`src/rtl/dbg_status_pkg.sv`:
```
package dbg_status_pkg;
  localparam int NUM_BP = 4;
  localparam int STAT_W = NUM_BP + 3;

  typedef enum logic [1:0] {
    KIND_FETCH = 2'b00,
    KIND_WRITE = 2'b01,
    KIND_READ  = 2'b10
  } acc_kind_e;

  typedef struct packed {
    logic [NUM_BP-1:0] load;
  } dbg_strobe_t;
endpackage

```
`src/rtl/dbg_match_dp.sv`:
```
module dbg_match_dp
  import dbg_status_pkg::*;
#(
  parameter int AW = 32
) (
  input  logic              clk,
  input  logic              rstN,
  input  dbg_strobe_t       stb,
  input  logic [AW-1:0]     cfgAddr,
  input  logic [1:0]        cfgLen,
  input  logic [1:0]        cfgType,
  input  logic              cfgEnable,
  input  logic              accValid,
  input  logic [AW-1:0]     accAddr,
  input  logic [1:0]        accSize,
  input  logic [1:0]        accKind,
  output logic [NUM_BP-1:0] hit
);
  logic [AW:0] accStart, accEnd;

  always_comb begin
    accStart = {1'b0, accAddr};
    case (accSize)
      2'b00:   accEnd = accStart;
      2'b01:   accEnd = accStart + (AW+1)'(1);
      default: accEnd = accStart + (AW+1)'(3);
    endcase
  end

  for (genvar i = 0; i < NUM_BP; i++) begin : g_slot
    logic [AW-1:0] base;
    logic [1:0]    lenCode, typeCode;
    logic          en;
    logic [AW-1:0] spanMask;
    logic [AW:0]   bpStart, bpEnd;
    logic          overlap, typeOk;

    always_ff @(posedge clk) begin
      if (!rstN) begin
        base     <= '0;
        lenCode  <= '0;
        typeCode <= '0;
        en       <= 1'b0;
      end else if (stb.load[i]) begin
        base     <= cfgAddr;
        lenCode  <= cfgLen;
        typeCode <= cfgType;
        en       <= cfgEnable;
      end
    end

    always_comb begin
      case (lenCode)
        2'b00:   spanMask = AW'(0);
        2'b01:   spanMask = AW'(1);
        default: spanMask = AW'(3);
      endcase
      bpStart = {1'b0, base & ~spanMask};
      bpEnd   = bpStart + {1'b0, spanMask};
      overlap = (accStart <= bpEnd) && (bpStart <= accEnd);
      case (typeCode)
        2'b00:   typeOk = (accKind == KIND_FETCH);
        2'b01:   typeOk = (accKind == KIND_WRITE);
        2'b11:   typeOk = (accKind == KIND_WRITE) || (accKind == KIND_READ);
        default: typeOk = 1'b0;
      endcase
      hit[i] = accValid && en && overlap && typeOk;
    end
  end
endmodule

```
`src/rtl/dbg_status_ctl.sv`:
```
module dbg_status_ctl
  import dbg_status_pkg::*;
(
  input  logic              clk,
  input  logic              rstN,
  input  logic              cfgWrEn,
  input  logic [1:0]        cfgIdx,
  output dbg_strobe_t       stb,
  input  logic [NUM_BP-1:0] hit,
  input  logic [1:0]        accKind,
  input  logic              stepFlag,
  input  logic              instrDone,
  input  logic              taskSwitch,
  input  logic              taskTrapBit,
  input  logic              dregAccess,
  input  logic              guardDetect,
  input  logic              statWrEn,
  input  logic [STAT_W-1:0] statWrData,
  output logic [STAT_W-1:0] status,
  output logic              excFault,
  output logic              excTrap
);
  logic stepEvt, taskEvt, guardEvt, anyHit, fetchHit;
  logic [STAT_W-1:0] setBits, baseBits;

  always_comb begin
    stb.load = '0;
    if (cfgWrEn) stb.load[cfgIdx] = 1'b1;
  end

  always_comb begin
    stepEvt  = stepFlag && instrDone;
    taskEvt  = taskSwitch && taskTrapBit;
    guardEvt = dregAccess && guardDetect;
    anyHit   = |hit;
    fetchHit = anyHit && (accKind == KIND_FETCH);
    setBits  = {taskEvt, stepEvt, guardEvt, hit};
    baseBits = statWrEn ? statWrData : status;
  end

  always_ff @(posedge clk) begin
    if (!rstN) begin
      status   <= '0;
      excFault <= 1'b0;
      excTrap  <= 1'b0;
    end else begin
      status   <= baseBits | setBits;
      excFault <= fetchHit || guardEvt;
      excTrap  <= (anyHit && !fetchHit) || stepEvt || taskEvt;
    end
  end
endmodule

```
`src/rtl/dbg_status_unit.sv`:
```
module dbg_status_unit
  import dbg_status_pkg::*;
#(
  parameter int AW = 32
) (
  input  logic              clk,
  input  logic              rstN,
  input  logic              cfgWrEn,
  input  logic [1:0]        cfgIdx,
  input  logic [AW-1:0]     cfgAddr,
  input  logic [1:0]        cfgLen,
  input  logic [1:0]        cfgType,
  input  logic              cfgEnable,
  input  logic              accValid,
  input  logic [AW-1:0]     accAddr,
  input  logic [1:0]        accSize,
  input  logic [1:0]        accKind,
  input  logic              stepFlag,
  input  logic              instrDone,
  input  logic              taskSwitch,
  input  logic              taskTrapBit,
  input  logic              dregAccess,
  input  logic              guardDetect,
  input  logic              statWrEn,
  input  logic [STAT_W-1:0] statWrData,
  output logic [STAT_W-1:0] status,
  output logic              excFault,
  output logic              excTrap
);
  dbg_strobe_t       stb;
  logic [NUM_BP-1:0] hit;

  dbg_match_dp #(.AW(AW)) u_dp (
    .clk(clk), .rstN(rstN), .stb(stb),
    .cfgAddr(cfgAddr), .cfgLen(cfgLen), .cfgType(cfgType), .cfgEnable(cfgEnable),
    .accValid(accValid), .accAddr(accAddr), .accSize(accSize), .accKind(accKind),
    .hit(hit)
  );

  dbg_status_ctl u_ctl (
    .clk(clk), .rstN(rstN), .cfgWrEn(cfgWrEn), .cfgIdx(cfgIdx), .stb(stb),
    .hit(hit), .accKind(accKind),
    .stepFlag(stepFlag), .instrDone(instrDone),
    .taskSwitch(taskSwitch), .taskTrapBit(taskTrapBit),
    .dregAccess(dregAccess), .guardDetect(guardDetect),
    .statWrEn(statWrEn), .statWrData(statWrData),
    .status(status), .excFault(excFault), .excTrap(excTrap)
  );
endmodule

```
`config.mk`:
```
export PLATFORM = sky130hd
export DESIGN_NAME = dbg_status_unit
export DESIGN_NICKNAME = d
export VERILOG_FILES = /design/src/rtl/dbg_status_pkg.sv /design/src/rtl/dbg_match_dp.sv /design/src/rtl/dbg_status_ctl.sv /design/src/rtl/dbg_status_unit.sv
export SDC_FILE = /design/constraint.sdc
export NUM_CORES = 1
export LEC_CHECK = 0
export BUFFER_PORTS_ARGS = -buffer_cell sky130_fd_sc_hd__buf_2
export CORE_ASPECT_RATIO = 0.9
export CORE_MARGIN = 1
export CORE_UTILIZATION = 50
export CTS_BUF_LIST = sky130_fd_sc_hd__clkbuf_4 sky130_fd_sc_hd__clkbuf_8
export DETAILED_ROUTE_END_ITERATION = 10
export GPL_TIMING_DRIVEN = 0
export PLACE_DENSITY = 0.68
export SLEW_MARGIN = 20
export SYNTH_ARGS = -nofsm -noshare
export SYNTH_HDL_FRONTEND = slang
export SYNTH_SLANG_ARGS = --single-unit
export TNS_END_PERCENT = 10
```
`constraint.sdc`:
```
create_clock -name clk -period 5.1 [get_ports clk]
set_clock_uncertainty 0.2 [all_clocks]
set_input_delay 0.255 -clock clk [delete_from_list [all_inputs] [get_ports clk]]
set_output_delay 0.255 -clock clk [all_outputs]
set_load 0.03 [all_outputs]
```
**After elaboration in Yosys (flattened, before gate mapping)**

Cells that the tools add are included.
Widths: inputs -> output; s select.

- Register bits: 157
- Latch bits: 0
- RAM bits: 0
- Bits in read-only memories: 0
- Input bits: 93
- Output and inout port bits: 9
- Logic and storage cells: 110
- Memories: 0

- $add $sub $neg: 6
- Multiply operators: 0
- Divide/modulo/power cells: 0
- Magnitude comparators: 10
- Equal/unequal tests: 15
- Shift-type cells: 0
- Muxes and demuxes: 13
- Bitwise operators: 9
- Reductions and logical operators: 38

Operators by type and width:

| cell | number |
|---|---|
| $le 32x33->1 | 8 |
| $add 32x2->33 | 4 |
| $and 32x32->32 | 4 |
| $not 2->32 | 4 |
| $pmux 33 s2 | 1 |
| $add 32x1->33 const B | 1 |
| $add 32x2->33 const B | 1 |
| $logic_and 1x1->1 | 22 |
| $eq 2x1->1 const B | 10 |
| $logic_not 2->1 | 10 |
| $pmux 2 s2 | 4 |
| $pmux 1 s3 | 4 |
| $eq 2x2->1 const B | 5 |
| $mux 7 | 1 |
| $or 7x7->7 | 1 |
| $logic_or 1x1->1 | 4 |
| $mux 4 | 1 |
| $reduce_or 4->1 | 1 |
| $lt 2x3->1 const B | 1 |
| $demux 1 s2 | 1 |
| $ge 2x1->1 const B | 1 |
| $logic_not 1->1 | 1 |
| $mux 1 | 1 |

**Depth between registers and ports, before layout**

- Depth after elaboration: 15
- Depth in mapped cells: 21
- Gate-level depth less buffers: 21

**By module**

A second synthesis with hierarchy kept.

- Cell total of the unflattened synthesis: 1549
- Area, all modules: 13686.9 um2

Modules (own cells, without submodules):

| module | times used | cells an instance | area each (um2) | seq. area each (um2) |
|---|---|---|---|---|
| dbg_match_dp | 1 | 1507 | 13291.5 | 2962.8 |
| dbg_status_ctl | 1 | 42 | 395.4 | 180.2 |

**Least setup slack after synthesis**

OpenSTA, ideal clock, no wires.

- Kind: input-to-reg
- Start point: in accSize[1]
- End point: reg u_ctl.excFault
- Setup time: 115 ps
- Arrival time: 3566 ps
- Required time: 4785 ps
- Slack: 1218 ps
- Cell stages on the path: 21
- Path buffers: 0
- Cells stage by stage: nand2b_1 -> ha_1 -> a21oi_1 -> nor2_1 -> nand2_1 -> nor2_1 -> and2_1 -> inv_1 -> nor2_1 -> nand2_1 -> xor2_1 -> ha_1 -> nand2_1 -> or3_1 -> nor3_1 -> o311ai_0 -> o211ai_1 -> a21oi_1 -> o22ai_1 -> nand4_1 -> a31o_1

- Longest elaborated chain between the ends: 9
- Elaborated cells between the ends (all ways): 22
- Classes of those cells: 4 x order compare; 1 x eq/ne; 1 x mux; 16 x reduce/logical

Ends and longest elaborated chain:

| item | line | source |
|---|---|---|
| from (decl) | dbg_status_unit.sv:16 | `input logic [1:0] accSize,` |
| $eq 2x1->1 or $logic_not 2->1 (tied branches) | dbg_match_dp.sv:23 | `case (accSize)` |
| $pmux 33 s2 (*) | dbg_match_dp.sv:23 |  |
| $le 32x33->1 | dbg_match_dp.sv:60 | `overlap = (accStart <= bpEnd) && (bpStart <= accEnd);` |
| $logic_and 1x1->1 | dbg_match_dp.sv:60 |  |
| $logic_and 1x1->1 (2 in series) | dbg_match_dp.sv:67 | `hit[i] = accValid && en && overlap && typeOk;` |
| $reduce_or 4->1 (*) | dbg_status_ctl.sv:35 | `anyHit = \|hit;` |
| $logic_and 1x1->1 (*) | dbg_status_ctl.sv:36 | `fetchHit = anyHit && (accKind == KIND_FETCH);` |
| $logic_or 1x1->1 (*) | dbg_status_ctl.sv:48 | `excFault <= fetchHit \|\| guardEvt;` |
| to (signal assigned) | dbg_status_ctl.sv:48 |  |
| to (decl) | dbg_status_ctl.sv:20 | `output logic excFault,` |

Mark *: on every way between the ends. The rest lies on a longest branch, timed or not.
A chain may end at the register's enable or synchronous reset.

**Final worst setup path**

- Start point: in accSize[1]
- End point: reg u_ctl.excTrap

- Longest elaborated chain between the ends: 12
- Elaborated cells between the ends (all ways): 25
- Classes of those cells: 4 x order compare; 1 x eq/ne; 1 x mux; 19 x reduce/logical

Ends and longest elaborated chain:

| item | line | source |
|---|---|---|
| $eq 2x1->1 or $logic_not 2->1 (tied branches) | dbg_match_dp.sv:23 |  |
| $pmux 33 s2 (*) | dbg_match_dp.sv:23 |  |
| $le 32x33->1 | dbg_match_dp.sv:60 |  |
| $logic_and 1x1->1 | dbg_match_dp.sv:60 |  |
| $logic_and 1x1->1 (2 in series) | dbg_match_dp.sv:67 |  |
| $reduce_or 4->1 (*) | dbg_status_ctl.sv:35 |  |
| $logic_and 1x1->1 | dbg_status_ctl.sv:36 |  |
| $logic_not 1->1 | dbg_status_ctl.sv:49 | `excTrap <= (anyHit && !fetchHit) \|\| stepEvt \|\| taskEvt;` |
| $logic_and 1x1->1 (*) | dbg_status_ctl.sv:49 |  |
| $logic_or 1x1->1 (*) (2 in series) | dbg_status_ctl.sv:49 |  |
| to (signal assigned) | dbg_status_ctl.sv:49 |  |
| to (decl) | dbg_status_ctl.sv:21 | `output logic excTrap` |

Marks and branches as above.

==> impl_metrics.json <==
{
  "status": "finished clean",
  "fin_crit_ns": 4.73,
  "drtPass1Iterations": 5,
  "syn_inst": 1714,
  "antenna_found_initial": 0,
  "clock_latency_ns": 0.51,
  "fin_tns_setup_ns": 0,
  "yosys_most_used_dff": "dfxtp_1",
  "clk_pin_slew_ns": 0.09,
  "area_delta_synth_final_pct": 14.1,
  "startpoint": "accSize[1]",
  "die_height_um": 158,
  "syn_area_per_cell_um2": 7.88,
  "drv_slew": 0,
  "worst_pin_slew_ns": 1.07,
  "hold_viol_final": 0,
  "cp_max_fo": 5,
  "power.leakage_nw": 6.23,
  "netlist_area_mm2": 0.0135,
  "io_pins": 102,
  "fin_util_pct": 58.6,
  "grt_start_max_net_pins": 17,
  "cts-root-buf": "clkbuf_8",
  "ys_types": 61,
  "grt_pass1_vias": 12500,
  "r2r_end": "u_ctl.excTrap$_SDFF_PN0_",
  "peakVddDrop_uv": 179,
  "drive_gt1_share_pct": 8.42,
  "drtIter0Drc": 1178,
  "setup_ws_ns": 0.374,
  "synthTopCellsByArea": "ha_1, dfxtp_1, nand2_1, a21boi_0, a21oi_1",
  "die_width_um": 175,
  "fin_nets": 2244,
  "vias_per_cell": 5.89,
  "cts_setup_buffers": 0,
  "fin_crit_sh_pct": 92.7,
  "ys_ff_latch": 157,
  "power.total_mw": 3.04,
  "route.detailed.drc": 0,
  "endpoint": "u_ctl.excTrap$_SDFF_PN0_",
  "synthArstFlopShare_pct": 0,
  "place_area_mm2": 0.0145,
  "rsz0062_at_grt": "no",
  "pre_cts_slack_ns": -0.687,
  "io_buffers": 99,
  "ant_nets": 0,
  "reg2reg_from": "u_dp.g_slot[1].base[16]$_SDFFE_PN0P_",
  "setup_viol": 0,
  "drt_wl_total_um": 46600,
  "cellPowerDensity_mw_per_mm2": 198,
  "slew_headroom_pct": 27.6,
  "clock_path_buffers": 2,
  "final_common_cell": "nand2_1",
  "startpoint_type": "primary input",
  "synth_edf_count": 0,
  "dieArea_mm2": 0.0277,
  "synth_top_area_share_pct": 24.4,
  "critical_path_class": "in -> reg",
  "reg2regPathDepth": 11,
  "finalInstanceArea_mm2": 0.0154,
  "grt_pass1_wl_um": 71100,
  "core_mm2": 0.0263,
  "endpoint_kind": "flop",
  "cts_tree": "yes",
  "dp_hpwl_um": 36700,
  "avgRoutedWirePerCell_um": 20.7,
  "maxCapViolCount": 0,
  "grt.total_usage_pct": 34.2,
  "crit_arrival_ns": 4.93,
  "clock-sinks": 157,
  "yosysWarnings": 0,
  "overflow": 0,
  "cts_buffers": 17,
  "min_path_type": "in -> reg",
  "r2r_setup_slack_ns": 0.93,
  "gp_congestion": 0.953,
  "ys_seq_area_share_pct": 23.3,
  "layout_common_cells": "nand2_1, ha_1, a21boi_0, dfxtp_1, buf_2",
  "num_rows": 56,
  "vias": 13200,
  "yosys.area.top_type": "ha_1",
  "start_util_pct": 51.4,
  "fmax_mhz": 212,
  "htree_levels": 4,
  "crit_required_ns": 5.30
}
per-layer routing:
layer  wire length, um  vias to the layer above  global-route usage, %
met5                 0                        -                      0
met4              1700                        0                   14.3
met3              3750                       94                   5.93
met2             20100                      496                   53.8
met1             21100                     6232                   46.0
li1                  -                     6426                      -
final cells by class:
type                       count  area [um2]
buffer                        47         176
clock inverter                14         158
tap                          348         435
inverter                      73         274
fill                        2475       10900
timing repair buffer         151        1010
clock buffer                  18         241
multi-input combinational   1440        9960
antenna                        1        2.50
sequential                   157        3140
kinds of logic (layout without fill, tap and decap cells):
logic type                 count (synthesis)  in the layout  share of synthesized area (%)
AOI/OAI and AO/OA                        374            374                           18.5
and+or+nand+nor                          695            695                           23.5
buffers and inverters                    120            303                           3.34
muxes                                     12             12                          0.908
other                                      1              5                         0.0278
DFF                                      157            157                           23.3
xor gates and xnor gates                  91             91                           5.90
adders and majority gates                264            264                           24.5
per-stage QoR:
step	std cells	hold WS (ns)
floorplan	1717	0.200
global placement	2164	0.251
detailed placement	2165	0.260
CTS	2248	0.0141
global route	2248	0.0514
finish	2249	0.0330
power breakdown:
group / total (mW) / leakage [nW] / internal [mW] / switching [mW]
Combinational: 0.714 / 4.75 / 0.286 / 0.427
Clock: 1.01 / 0.200 / 0.450 / 0.556
Sequential: 1.33 / 1.28 / 1.27 / 0.0567
Total: 3.04 / 6.23 / 2.00 / 1.04
synthesized netlist by cell type (4+ instances only):
cell,instances
o21ai_0,40
or2_2,7
xor2_1,48
nand3_1,73
a21boi_0,158
a211oi_1,13
nor4_1,16
buf_1,5
or3_1,7
ha_1,263
and4_1,7
and3_1,6
nor2b_1,10
nand4_1,59
a21o_1,35
dfxtp_1,157
nand2_1,402
a21oi_1,91
mux2i_1,10
clkbuf_1,42
nor3_1,16
a31oi_1,5
a221oi_1,5
inv_1,73
o211ai_1,4
nor2_1,70
xnor2_1,43
state kept, by name (all words and copies together) (netlist names):
name / flops
u_dp.g_slot.lenCode: 8
u_dp.g_slot.en: 4
u_dp.g_slot.typeCode: 8
u_ctl.excFault: 1
u_ctl.status: 7
u_ctl.excTrap: 1
u_dp.g_slot.base: 128
timing repair:
action / CTS / global route
hold buffers: 51 / 0
hold endpoints to repair: 157 / 0
gates resized for setup: 2 / 6
setup endpoints to repair: 2 / 4
how the worst min path moves through the flow:
stage / startpoint / to / slack [ns] / cells past startpoint
6_report: rstN / u_ctl.excTrap$_SDFF_PN0_ / 0.03 / 3
3_3_place_gp: u_dp.g_slot[2].en$_SDFFE_PN0P_ / u_dp.g_slot[2].en$_SDFFE_PN0P_ / 0.25 / 2
2_1_floorplan: cfgAddr[10] / u_dp.g_slot[0].base[10]$_SDFFE_PN0P_ / 0.20 / 2
4_1_cts: rstN / u_ctl.excTrap$_SDFF_PN0_ / 0.01 / 3
5_1_grt: rstN / u_ctl.excTrap$_SDFF_PN0_ / 0.05 / 3
3_5_place_dp: u_dp.g_slot[0].en$_SDFFE_PN0P_ / u_dp.g_slot[0].en$_SDFFE_PN0P_ / 0.26 / 2
worst max-delay path, stage by stage:
cell	delay [ns]
buf_2	0.11
nand2b_1	0.18
ha_1	0.29
a21oi_1	0.09
nor2_4	0.20
nand2_1	0.12
nor2_1	0.25
and2_1	0.28
inv_1	0.08
nor2_1	0.16
nand2_1	0.11
xor2_2	0.20
ha_1	0.32
nand3_1	0.16
nor4_4	0.44
and4_1	0.36
o41ai_1	0.24
o211ai_1	0.24
a21oi_1	0.13
o32ai_2	0.27
nand4_1	0.20
a22o_1	0.26
Power figures use the tool's default switching activity.
